===== src/rtl/gpio_bank_pkg.sv =====
package gpio_bank_pkg;

  typedef enum logic [2:0] {
    SEL_NONE = 3'd0,
    SEL_CFG  = 3'd1,
    SEL_DATA = 3'd2,
    SEL_TRIG = 3'd3,
    SEL_MASK = 3'd4,
    SEL_PEND = 3'd5
  } rdSel_e;

  typedef struct packed {
    logic   cfgWr;
    logic   dataWr;
    logic   trigWr;
    logic   maskWr;
    logic   pendClr;
    rdSel_e rdSel;
  } ctrlStrb_t;

  localparam logic [3:0] FN_IN  = 4'h0;
  localparam logic [3:0] FN_OUT = 4'h1;
  localparam logic [3:0] FN_IRQ = 4'hF;

  localparam logic [2:0] TRG_LOW  = 3'd0;
  localparam logic [2:0] TRG_HIGH = 3'd1;
  localparam logic [2:0] TRG_FALL = 3'd2;
  localparam logic [2:0] TRG_RISE = 3'd3;
  localparam logic [2:0] TRG_BOTH = 3'd4;

  localparam int OFS_CFG  = 'h00;
  localparam int OFS_DATA = OFS_CFG + 'h4;
  localparam int OFS_TRIG = 'h08;
  localparam int OFS_MASK = 'h0C;
  localparam int OFS_PEND = 'h10;

endpackage


===== src/rtl/gpio_bank_ctrl.sv =====
module gpio_bank_ctrl
  import gpio_bank_pkg::*;
#(
  parameter int ADDR_W = 5
) (
  input  logic              clk,
  input  logic              rstN,
  input  logic              regEn,
  input  logic              regWe,
  input  logic [ADDR_W-1:0] regAddr,
  output ctrlStrb_t         strb
);

  rdSel_e hitSel;
  logic   wrGo;

  always_comb begin
    case (regAddr)
      ADDR_W'(OFS_CFG):  hitSel = SEL_CFG;
      ADDR_W'(OFS_DATA): hitSel = SEL_DATA;
      ADDR_W'(OFS_TRIG): hitSel = SEL_TRIG;
      ADDR_W'(OFS_MASK): hitSel = SEL_MASK;
      ADDR_W'(OFS_PEND): hitSel = SEL_PEND;
      default:           hitSel = SEL_NONE;
    endcase
  end

  assign wrGo = regEn & regWe;

  always_comb begin
    strb         = '0;
    strb.rdSel   = regEn ? hitSel : SEL_NONE;
    strb.cfgWr   = wrGo && (hitSel == SEL_CFG);
    strb.dataWr  = wrGo && (hitSel == SEL_DATA);
    strb.trigWr  = wrGo && (hitSel == SEL_TRIG);
    strb.maskWr  = wrGo && (hitSel == SEL_MASK);
    strb.pendClr = wrGo && (hitSel == SEL_PEND);
  end

  // a write reaches at most one register
  a_r10_single_target: assert property (@(posedge clk) disable iff (!rstN)
    $onehot0({strb.cfgWr, strb.dataWr, strb.trigWr, strb.maskWr, strb.pendClr}));

endmodule


===== src/rtl/gpio_bank_dp.sv =====
module gpio_bank_dp
  import gpio_bank_pkg::*;
#(
  parameter int PIN_COUNT = 8,
  parameter int DATA_W    = 32
) (
  input  logic                 clk,
  input  logic                 rstN,
  input  ctrlStrb_t            strb,
  input  logic [DATA_W-1:0]    wdata,
  output logic [DATA_W-1:0]    rdata,
  input  logic [PIN_COUNT-1:0] padIn,
  output logic [PIN_COUNT-1:0] padOut,
  output logic [PIN_COUNT-1:0] padOe,
  output logic                 irqOut
);

  localparam int CFG_W = 4 * PIN_COUNT;

  logic [CFG_W-1:0]          cfgQ;
  logic [PIN_COUNT-1:0]      dataQ, maskQ, pendQ;
  logic [PIN_COUNT-1:0][2:0] trigQ;
  logic [PIN_COUNT-1:0]      syncA, syncB, prevQ;
  logic [PIN_COUNT-1:0]      isOut, isIrq, evt, clrMask, pendD, levelVec;
  logic [CFG_W-1:0]          trigWide;

  // two-flop synchroniser plus one history stage for edge detection
  always_ff @(posedge clk or negedge rstN) begin
    if (!rstN) begin
      syncA <= '0;
      syncB <= '0;
      prevQ <= '0;
    end else begin
      syncA <= padIn;
      syncB <= syncA;
      prevQ <= syncB;
    end
  end

  always_ff @(posedge clk or negedge rstN) begin
    if (!rstN) begin
      cfgQ  <= '0;
      dataQ <= '0;
      trigQ <= '0;
      maskQ <= '1;
      pendQ <= '0;
    end else begin
      if (strb.cfgWr)  cfgQ  <= wdata[CFG_W-1:0];
      if (strb.dataWr) dataQ <= wdata[PIN_COUNT-1:0];
      if (strb.trigWr) begin
        for (int k = 0; k < PIN_COUNT; k++) trigQ[k] <= wdata[4*k +: 3];
      end
      if (strb.maskWr) maskQ <= wdata[PIN_COUNT-1:0];
      pendQ <= pendD;
    end
  end

  for (genvar i = 0; i < PIN_COUNT; i++) begin : g_pin
    logic hit;

    assign isOut[i] = (cfgQ[4*i +: 4] == FN_OUT);
    assign isIrq[i] = (cfgQ[4*i +: 4] == FN_IRQ);

    always_comb begin
      case (trigQ[i])
        TRG_LOW:  hit = !syncB[i];
        TRG_HIGH: hit = syncB[i];
        TRG_FALL: hit = prevQ[i] & !syncB[i];
        TRG_RISE: hit = !prevQ[i] & syncB[i];
        TRG_BOTH: hit = prevQ[i] ^ syncB[i];
        default:  hit = 1'b0;
      endcase
    end

    assign evt[i]             = isIrq[i] & hit;
    assign trigWide[4*i +: 4] = {1'b0, trigQ[i]};

    // a pending bit stays set until it is cleared
    a_r8_pend_hold: assert property (@(posedge clk) disable iff (!rstN)
      pendQ[i] && !clrMask[i] |=> pendQ[i]);

    // a clear with no new event drops the bit
    a_r8_clear_drops: assert property (@(posedge clk) disable iff (!rstN)
      clrMask[i] && !evt[i] |=> !pendQ[i]);

    // an event in the clearing cycle wins
    a_r9_event_beats_clear: assert property (@(posedge clk) disable iff (!rstN)
      clrMask[i] && evt[i] |=> pendQ[i]);

    // a pending bit only rises for an interrupt-source pin
    a_r7_pend_needs_irq_fn: assert property (@(posedge clk) disable iff (!rstN)
      $rose(pendQ[i]) |-> $past(cfgQ[4*i +: 4]) == FN_IRQ);
  end

  assign clrMask  = strb.pendClr ? wdata[PIN_COUNT-1:0] : '0;
  assign pendD    = (pendQ & ~clrMask) | evt;
  assign padOe    = isOut;
  assign padOut   = dataQ & isOut;
  assign levelVec = (dataQ & isOut) | (syncB & ~isOut);
  assign irqOut   = |(pendQ & ~maskQ);

  always_comb begin
    rdata = '0;
    case (strb.rdSel)
      SEL_CFG:  rdata[CFG_W-1:0]     = cfgQ;
      SEL_DATA: rdata[PIN_COUNT-1:0] = levelVec;
      SEL_TRIG: rdata[CFG_W-1:0]     = trigWide;
      SEL_MASK: rdata[PIN_COUNT-1:0] = maskQ;
      SEL_PEND: rdata[PIN_COUNT-1:0] = pendQ;
      default:  rdata                = '0;
    endcase
  end

  // with every pin masked the interrupt line stays low
  a_r6_all_masked_quiet: assert property (@(posedge clk) disable iff (!rstN)
    (&maskQ) |-> !irqOut);

endmodule


===== src/rtl/gpio_irq_bank.sv =====
module gpio_irq_bank
  import gpio_bank_pkg::*;
#(
  parameter int PIN_COUNT = 8,
  parameter int ADDR_W    = 5
) (
  input  logic                 clk,
  input  logic                 rstN,
  input  logic                 regEn,
  input  logic                 regWe,
  input  logic [ADDR_W-1:0]    regAddr,
  input  logic [31:0]          regWdata,
  output logic [31:0]          regRdata,
  input  logic [PIN_COUNT-1:0] padIn,
  output logic [PIN_COUNT-1:0] padOut,
  output logic [PIN_COUNT-1:0] padOe,
  output logic                 irqOut
);

  ctrlStrb_t strb;

  gpio_bank_ctrl #(.ADDR_W(ADDR_W)) u_ctrl (
    .clk     (clk),
    .rstN    (rstN),
    .regEn   (regEn),
    .regWe   (regWe),
    .regAddr (regAddr),
    .strb    (strb)
  );

  gpio_bank_dp #(.PIN_COUNT(PIN_COUNT), .DATA_W(32)) u_dp (
    .clk    (clk),
    .rstN   (rstN),
    .strb   (strb),
    .wdata  (regWdata),
    .rdata  (regRdata),
    .padIn  (padIn),
    .padOut (padOut),
    .padOe  (padOe),
    .irqOut (irqOut)
  );

endmodule


===== config.mk =====
export PLATFORM = sky130hd
export DESIGN_NAME = gpio_irq_bank
export DESIGN_NICKNAME = d
export VERILOG_FILES = /design/src/rtl/gpio_bank_pkg.sv /design/src/rtl/gpio_bank_ctrl.sv /design/src/rtl/gpio_bank_dp.sv /design/src/rtl/gpio_irq_bank.sv
export SDC_FILE = /design/constraint.sdc
export NUM_CORES = 1
export LEC_CHECK = 0
export BUFFER_PORTS_ARGS = -buffer_cell sky130_fd_sc_hd__buf_2
export CAP_MARGIN = 20
export CORE_MARGIN = 8
export CORE_UTILIZATION = 50
export DETAILED_ROUTE_END_ITERATION = 10
export PLACE_DENSITY = 0.82
export SLEW_MARGIN = 20
export SYNTH_ARGS = -nofsm -noshare
export SYNTH_HDL_FRONTEND = slang
export SYNTH_HIERARCHICAL = 1
export SYNTH_SLANG_ARGS = --single-unit

===== constraint.sdc =====
create_clock -name clk -period 3.55 [get_ports clk]
set_input_delay 1.065 -clock clk [delete_from_list [all_inputs] [get_ports clk]]
set_output_delay 1.065 -clock clk [all_outputs]
set_load 0.02 [all_outputs]

=== Word-level counts from Yosys, hierarchy flattened ===
Cells that the tools add are included.

* Input port bits: 49
* Output and inout port bits: 49
* Word-level logic and storage cells: 163
* Register bits: 104

* Muxes and demuxes: 13
* Equal/unequal tests: 62
* Bitwise gates (word level): 42
* Reductions and logical operators: 31

{| class="wikitable"
|+ Operators by type and width
! kind !! number
|-
| $eq 3x2->1 const B || 20
|-
| $pmux 24 s2 || 1
|-
| $pmux 1 s5 || 8
|-
| $pmux 8 s5 || 1
|-
| $eq 3x3->1 const B || 12
|-
| $and 8x8->8 || 4
|-
| $eq 4x1->1 const B || 8
|-
| $eq 4x4->1 const B || 8
|-
| $eq 3x1->1 const B || 10
|-
| $and 1x1->1 || 25
|-
| $logic_not 3->1 || 8
|-
| $not 8->8 || 3
|-
| $logic_not 1->1 || 16
|-
| $or 8x8->8 || 2
|-
| $pmux 3 s5 || 1
|-
| $eq 5x4->1 const B || 2
|-
| $mux 8 || 1
|-
| $reduce_or 8->1 || 1
|-
| $xor 1x1->1 || 8
|-
| $eq 5x3->1 const B || 1
|-
| $eq 5x5->1 const B || 1
|-
| $logic_and 1x1->1 || 5
|-
| $logic_not 5->1 || 1
|-
| $mux 3 || 1
|}

=== Logic depth before layout (Yosys ltp) ===
Gate-level depths: netlist of run 1.

* Depth in word-level cells: 8
* Mapped depth: 8

=== Hierarchy ===
The synthesis of run 1 kept the hierarchy.

{| class="wikitable"
|+ Modules (own cells, without submodules)
! module !! instances !! sequential area each (um^2) !! cells an instance !! area each (um^2)
|-
| gpio_bank_dp || 1 || 2612.5 || 415 || 5124.9
|-
| gpio_bank_ctrl || 1 || 0.0 || 18 || 131.4
|}

=== Least setup slack after synthesis of run 1 ===
Ideal clock, no wire load.

* Kind: input port to output port
* From: input port regAddr[1]
* To: output port regRdata[3]
* Stages on the path: 5
* Arrival: 2.788 ns
* Setup slack: -0.303 ns
* Path buffers: 1
* Path through: or3b_4 -> nor3_1 -> buf_4 -> nand2_1 -> o22ai_1

{| class="wikitable"
|+ RTL lines
! element !! RTL line !! text
|-
| start, declared || gpio_irq_bank.sv:11 || <nowiki>input logic [ADDR_W-1:0] regAddr,</nowiki>
|-
| end, declared || gpio_irq_bank.sv:13 || <nowiki>output logic [31:0] regRdata,</nowiki>
|}

==> flow_summary.json, run 1 <==
{
  "insertedDiodeCount": 0,
  "drt-pass1-iter-count": 4,
  "worstRegToRegCells": 6,
  "mappedNetlistArea_mm2": 0.005256,
  "path_clk_slew_ns": 0.09,
  "drive_gt1_share_pct": 53.08,
  "cts.htree.levels": 3,
  "finClkSkew_ns": 0.009559,
  "layoutNonFillerInstCount": 705,
  "area_growth_syn_to_layout_pct": 33.61,
  "cpMaxStageDelayCell": "or4b_4",
  "cpMostUsedCell": "buf_6",
  "antenna_found_initial": 0,
  "slew_headroom_pct": 65.30,
  "vdd_ir_drop_max_mv": 0.3383,
  "post-place-ws_ns": -0.3360,
  "powerDensity_mw_per_mm2": 371.0,
  "yosys.area.top_type_share_pct": 45.70,
  "drt-vias-per-instance": 5.705,
  "ys.flop_type": "dfrtp_1",
  "grt_pass1_vias": 4475,
  "path_cells": "buf_6 > or4b_4 > a21oi_4 > buf_4 > buf_6 > nor2b_2 > buf_4 > a22oi_2 > o22ai_2 > buf_6",
  "ys_seq_area_share_pct": 49.70,
  "cp_max_fo": 5,
  "synth_commonest_cells": "96 x dfrtp_1, 71 x mux2_2, 32 x nor2_1, 28 x a22o_1, 25 x inv_1",
  "r2r-start": "u_dp/syncB[0]$_DFF_PN0_",
  "synth_edf_count": 0,
  "core-area_mm2": 0.01028,
  "initial_core_util_pct": 51.14,
  "wirelength_um": 14200,
  "setup_viol": 32,
  "die_y_um": 118.5,
  "cts_sinks": 104,
  "synthDistinctLibCells": 43,
  "placed_area_mm2": 0.006359,
  "drtIter0Drc": 223,
  "postCtsHoldBufs": 0,
  "layout.nets": 629,
  "synthTopCellsByArea": "dfrtp_1 46%, mux2_2 15%, a22o_1 4.7%, dfstp_2 4.0%, ha_1 3.8%",
  "min-delay-start": "u_dp/syncA[4]$_DFF_PN0_",
  "grt_max_degree": 66,
  "hold_path_class": "reg -> reg",
  "cp.arrival_ns": 2.82,
  "cts_root_buffer": "clkbuf_8",
  "fill_cells": 710,
  "fmax_ghz": 0.2577,
  "synth_area_per_cell_um2": 12.14,
  "stdcell_area_mm2": 0.007023,
  "dp_cells": 677,
  "dieWidth_um": 118.5,
  "yosys_warnings": 6,
  "dp_hpwl_um": 9652,
  "tightest_slew_ns": 0.5206,
  "cp-end-kind": "primary output",
  "cts_buffer_depth": 2,
  "start_kind": "input port",
  "grtUsageTotal_pct": 20.73,
  "via_count": 4022,
  "p_leak_uw": 0.003297,
  "wire_per_inst_um": 20.14,
  "slew_viol_final": 0,
  "cts_tree": "done",
  "maxCapViolations": 0,
  "dieArea_mm2": 0.01405,
  "overflow": 0,
  "outcome": "complete, but fails checks",
  "regToRegSetupSlack_ns": 2.11,
  "cp-startpoint": "regAddr[1]",
  "critical_path_class": "in -> out",
  "yosysMostFrequentCell": "dfrtp_1",
  "io_buffers": 97,
  "holdPathStages": 0,
  "fin_crit_ns": 3.881,
  "ys_seq_elements": 104,
  "synthCells": 433,
  "grt_pass1_wl_um": 23430,
  "finalHoldViolCount": 0,
  "synth-async-reset-ratio_pct": 100.0,
  "clk_latency_ns": 0.38,
  "numCtsBuffers": 9,
  "required_ns": 2.48,
  "period_share_pct": 109.3,
  "io_pins": 98,
  "drc": 0,
  "rsz0062_at_grt": "yes",
  "syn_nets": 498,
  "cpPeakStageDelay_ns": 0.55,
  "ant_nets": 0,
  "synth_area_leader_cell": "dfrtp_1",
  "violations": "negative setup slack",
  "gp_congestion": 0.8316,
  "row_count": 37,
  "setup_ws_ns": -0.3306
}
## worst paths after layout
check,endpoint
min,u_dp/syncB[4]$_DFF_PN0_
min reg2reg,u_dp/syncB[4]$_DFF_PN0_
max reg2reg,u_dp/pendQ[0]$_DFF_PN0_
max,regRdata[3]
min in group asynchronous,u_dp/cfgQ[25]$_DFFE_PN0P_
max in group asynchronous,u_dp/maskQ[2]$_DFFE_PN1P_
## power by group
| part | total [µW] | switching (µW) | leakage [µW] | internal [µW] |
|---|---|---|---|---|
| combinational | 433 | 199 | 0.00189 | 234 |
| clock | 689 | 414 | 0.0000809 | 275 |
| sequential | 1480 | 166 | 0.00133 | 1320 |
## placed cells by master (no fill, tap or decap), drive strengths merged, types with 2 or more instances in the layout
master    count
o22ai        14
o21a          2
dfstp         8
mux2         75
a21oi        22
o21ai         6
nand3b        5
nor4b         9
nor2         33
buf         136
nand2        13
nand4         8
clkbuf       11
mux2i        12
dfrtp        96
and2         15
or3b          2
xor2          2
clkinvlp      4
o221ai        3
nor2b         5
a22o         28
nor3          3
inv          26
ha           16
a22oi         7
## sequential cells by signal, summed over array words and instances, names as in the netlist
register	count
u_dp/maskQ	8
u_dp/pendQ	8
u_dp/prevQ	8
u_dp/syncA	8
u_dp/syncB	8
u_dp/cfgQ	32
u_dp/dataQ	8
u_dp/trigQ	24
## cells by family after synthesis
group / share of synthesized area [%]
AOI/OAI and AO/OA: 11.14
xor gates and xnor gates: 0.5000
adders and majority gates: 3.809
buffers and inverters: 3.713
DFF: 49.70
muxes: 18.35
and+or+nand+nor: 12.78
## layout make-up
cell class              count  area (µm²)  share of cell area, %
clock buffers              10       137.6                  1.960
clock inverters             6       43.79                 0.6236
inverters                  25       93.84                  1.336
multi-input cells         286        2781                  39.60
flip-flops and latches    104        2613                  37.20
well taps                 136       170.2                  2.423
repair buffers            138        1184                  16.85
## timing repair
item / 4_1_cts / 5_1_grt
cloned: 1 / 1
resized for setup: 86 / 9
endpoints found under the setup margin: 32 / 32
buffers inserted: 10 / 1
pin swaps: 17 / 9
## layer usage
layer  up-vias  wire (µm)  GRT usage [%]
met2       143       7186          34.58
li1       1825          -              -
met4         0        446          8.775
met5         -          0              0
met1      2015       5512          24.58
met3        39       1051          5.950
## worst max-delay path, delay by kind of cell
| family | cells | cell delay [ns] |
|---|---|---|
| compound gates | 3 | 0.49 |
| buf+inv | 5 | 0.63 |
| simple gates | 2 | 0.62 |
## through the flow
stage	hold slack (ns)	utilization (%)	power, µW	setup TNS, ns
final	0.3549	68.33	2606	-9.195
after CTS	0.3577	67.80	2616	-7.795
after global placement	0.3342	61.87	1875	-7.700
after detailed placement	0.3355	61.87	1910	-9.017
after floorplan	0.3312	-	1732	-0.8298
after global routing	0.3664	68.33	2741	-10.44
No activity file was read; power rests on OpenSTA's default activity.
==> run 2: changes to the inputs <==
--- a/config.mk
+++ b/config.mk
@@ -8,9 +8,9 @@
 export BUFFER_PORTS_ARGS = -buffer_cell sky130_fd_sc_hd__buf_2
 export CAP_MARGIN = 20
 export CORE_MARGIN = 8
-export CORE_UTILIZATION = 50
+export CORE_UTILIZATION = 30
 export DETAILED_ROUTE_END_ITERATION = 10
-export PLACE_DENSITY = 0.82
+export PLACE_DENSITY = 0.56
 export SLEW_MARGIN = 20
 export SYNTH_ARGS = -nofsm -noshare
 export SYNTH_HDL_FRONTEND = slang
==> run 2 against run 1 <==
The flow still finishes with violations (negative setup slack). First-iteration DRC count is 7.2% higher. Register-to-register slack about the same. Routed wire length is 7.0% higher. Total power is 11% higher. Flip-flop and latch count did not move. Clock-buffer cell count up 4. Critical endpoint is now regRdata[18]. Largest cell class unchanged.
==> flow_summary.json, run 2 (same netlist as run 1, synthesis figures left out) <==
{
  "outcome": "complete, but fails checks",
  "violations": "negative setup slack",
  "fmax_ghz": 0.2590,
  "overflow": 0,
  "largest_register_ffs": 32,
  "cpPeakStageDelay_ns": 0.56,
  "largestRegisters": "u_dp/cfgQ (32), u_dp/trigQ (24)",
  "crit_buf_inv": 5,
  "path_cells": "buf_6 > or4b_4 > a21oi_4 > buf_12 > nand2b_4 > nor2_4 > buf_4 > buf_6 > a22o_1 > buf_6",
  "crit_cells": 10,
  "setup_viol": 32,
  "hold_path_class": "reg -> reg",
  "ant_nets": 0,
  "p_leak_uw": 0.003378,
  "drt-pass1-iter-count": 4,
  "cpMostUsedCell": "buf_6",
  "required_ns": 2.48,
  "critical_path_class": "in -> out",
  "final_common_cell": "dfrtp_1",
  "tns_ns": -8.447,
  "insertedDiodeCount": 0,
  "io_buffers": 97,
  "path_clk_slew_ns": 0.07,
  "dp_cells": 765,
  "path_delay_family": "simple AND/OR/NAND/NOR gates",
  "worstRegToRegCells": 6,
  "critPathCapture": "regRdata[18]",
  "cts_buffer_depth": 2,
  "dp_hpwl_um": 10520,
  "cp.arrival_ns": 2.80,
  "cts_root_buffer": "clkbuf_16",
  "powerDensity_mw_per_mm2": 395.2,
  "start_kind": "input port",
  "clk_latency_ns": 0.35,
  "cp_max_fo": 6,
  "drc": 0,
  "mostFrequentLayoutCells": "96 x dfrtp_1, 70 x mux2_2, 61 x buf_2",
  "setup_ws_ns": -0.3117,
  "r2r-start": "u_dp/syncB[5]$_DFF_PN0_",
  "die_y_um": 148.4,
  "cp-end-kind": "primary output",
  "area_growth_syn_to_layout_pct": 39.13,
  "vdd_ir_drop_max_mv": 0.1872,
  "finClkSkew_ns": 0.007179,
  "wirelength_um": 15190,
  "grt_pass1_vias": 4404,
  "slew_headroom_pct": 57.34,
  "grt_max_degree": 48,
  "largest_register": "u_dp/cfgQ",
  "finalHoldViolCount": 0,
  "row_count": 48,
  "cts.htree.levels": 3,
  "via_count": 3931,
  "drive_gt1_share_pct": 52.88,
  "regToRegSetupSlack_ns": 2.11,
  "cp-startpoint": "regAddr[1]",
  "slew_viol_final": 0,
  "cts_tree": "done",
  "tightest_slew_ns": 0.6399,
  "wire_per_inst_um": 19.03,
  "drtIter0Drc": 239,
  "io_pins": 98,
  "period_share_pct": 108.8,
  "maxCapViolations": 0,
  "rsz0062_at_grt": "yes",
  "numCtsBuffers": 9,
  "layout.nets": 633,
  "grt_pass1_wl_um": 24340,
  "fin_crit_ns": 3.862,
  "cts_sinks": 104,
  "dieArea_mm2": 0.02201,
  "drt-vias-per-instance": 4.926,
  "cpMaxStageDelayCell": "or4b_4",
  "antenna_found_initial": 1,
  "core-area_mm2": 0.01724,
  "rr_endpoint": "u_dp/pendQ[5]$_DFF_PN0_",
  "dieWidth_um": 148.4,
  "initial_core_util_pct": 30.50,
  "grtUsageTotal_pct": 14.08,
  "gp_congestion": 0.7916,
  "layoutNonFillerInstCount": 798
}
run 2: layout make-up:
class | instances | area, µm²
flip-flops and latches | 104 | 2613
fillers | 1599 | 9923
inverters | 25 | 93.84
clock buffers | 14 | 274.0
repair buffers | 142 | 1239
well taps | 225 | 281.5
multi-input cells | 286 | 2800
clock inverters | 2 | 12.51
run 2: worst min-delay path by stage:
stage / start / to / slack (ns) / depth (start not counted)
after floorplan: u_dp/syncA[0]$_DFF_PN0_ / u_dp/syncB[0]$_DFF_PN0_ / 0.33 / 0
after global placement: u_dp/syncA[4]$_DFF_PN0_ / u_dp/syncB[4]$_DFF_PN0_ / 0.33 / 0
after detailed placement: u_dp/syncA[5]$_DFF_PN0_ / u_dp/syncB[5]$_DFF_PN0_ / 0.34 / 0
after CTS: u_dp/syncA[4]$_DFF_PN0_ / u_dp/syncB[4]$_DFF_PN0_ / 0.35 / 0
after global routing: u_dp/syncA[4]$_DFF_PN0_ / u_dp/syncB[4]$_DFF_PN0_ / 0.35 / 0
final: u_dp/syncA[4]$_DFF_PN0_ / u_dp/syncB[4]$_DFF_PN0_ / 0.34 / 0
run 2: worst reg2reg max path, stage by stage (launching register included):
cell and delay [ns]:
dfrtp_1 0.41, inv_1 0.08, ha_1 0.28, nor2_1 0.04, a21oi_1 0.18, o22ai_1 0.11, a22o_1 0.23
run 2: timing repair:
action                     4_1_cts  5_1_grt
gates resized for setup         97       14
hold buffers                     0        0
pin swaps                       23       16
gates cloned                     2        1
setup endpoints to repair       32       32
setup buffers                   13        2
run 2: metrics by stage:
stage	setup WS [ns]	hold slack, ns	power, µW	utilization, %	cell area [µm²]
after global routing	-0.3642	0.3464	3032	42.43	7313
after CTS	-0.3084	0.3462	2926	41.91	7224
final	-0.3117	0.3423	2890	42.43	7313
after floorplan	-0.05240	0.3312	1732	-	5542
after detailed placement	-0.3392	0.3363	1912	37.49	6462
after global placement	-0.3330	0.3350	1890	37.49	6462
run 2: per-layer routing:
layer | track usage, % | share of wire [%]
met5 | 0 | 0.053
met4 | 4.691 | 1.4
met3 | 3.616 | 4.7
met2 | 23.49 | 50
met1 | 17.35 | 44
run 2: report_power, final:
part           switching, µW  leakage, µW  internal (µW)  total [µW]
combinational            200      0.00191            236         436
sequential               165      0.00133           1320        1480
clock                    437     0.000139            533         971
total                    802      0.00338           2090        2890
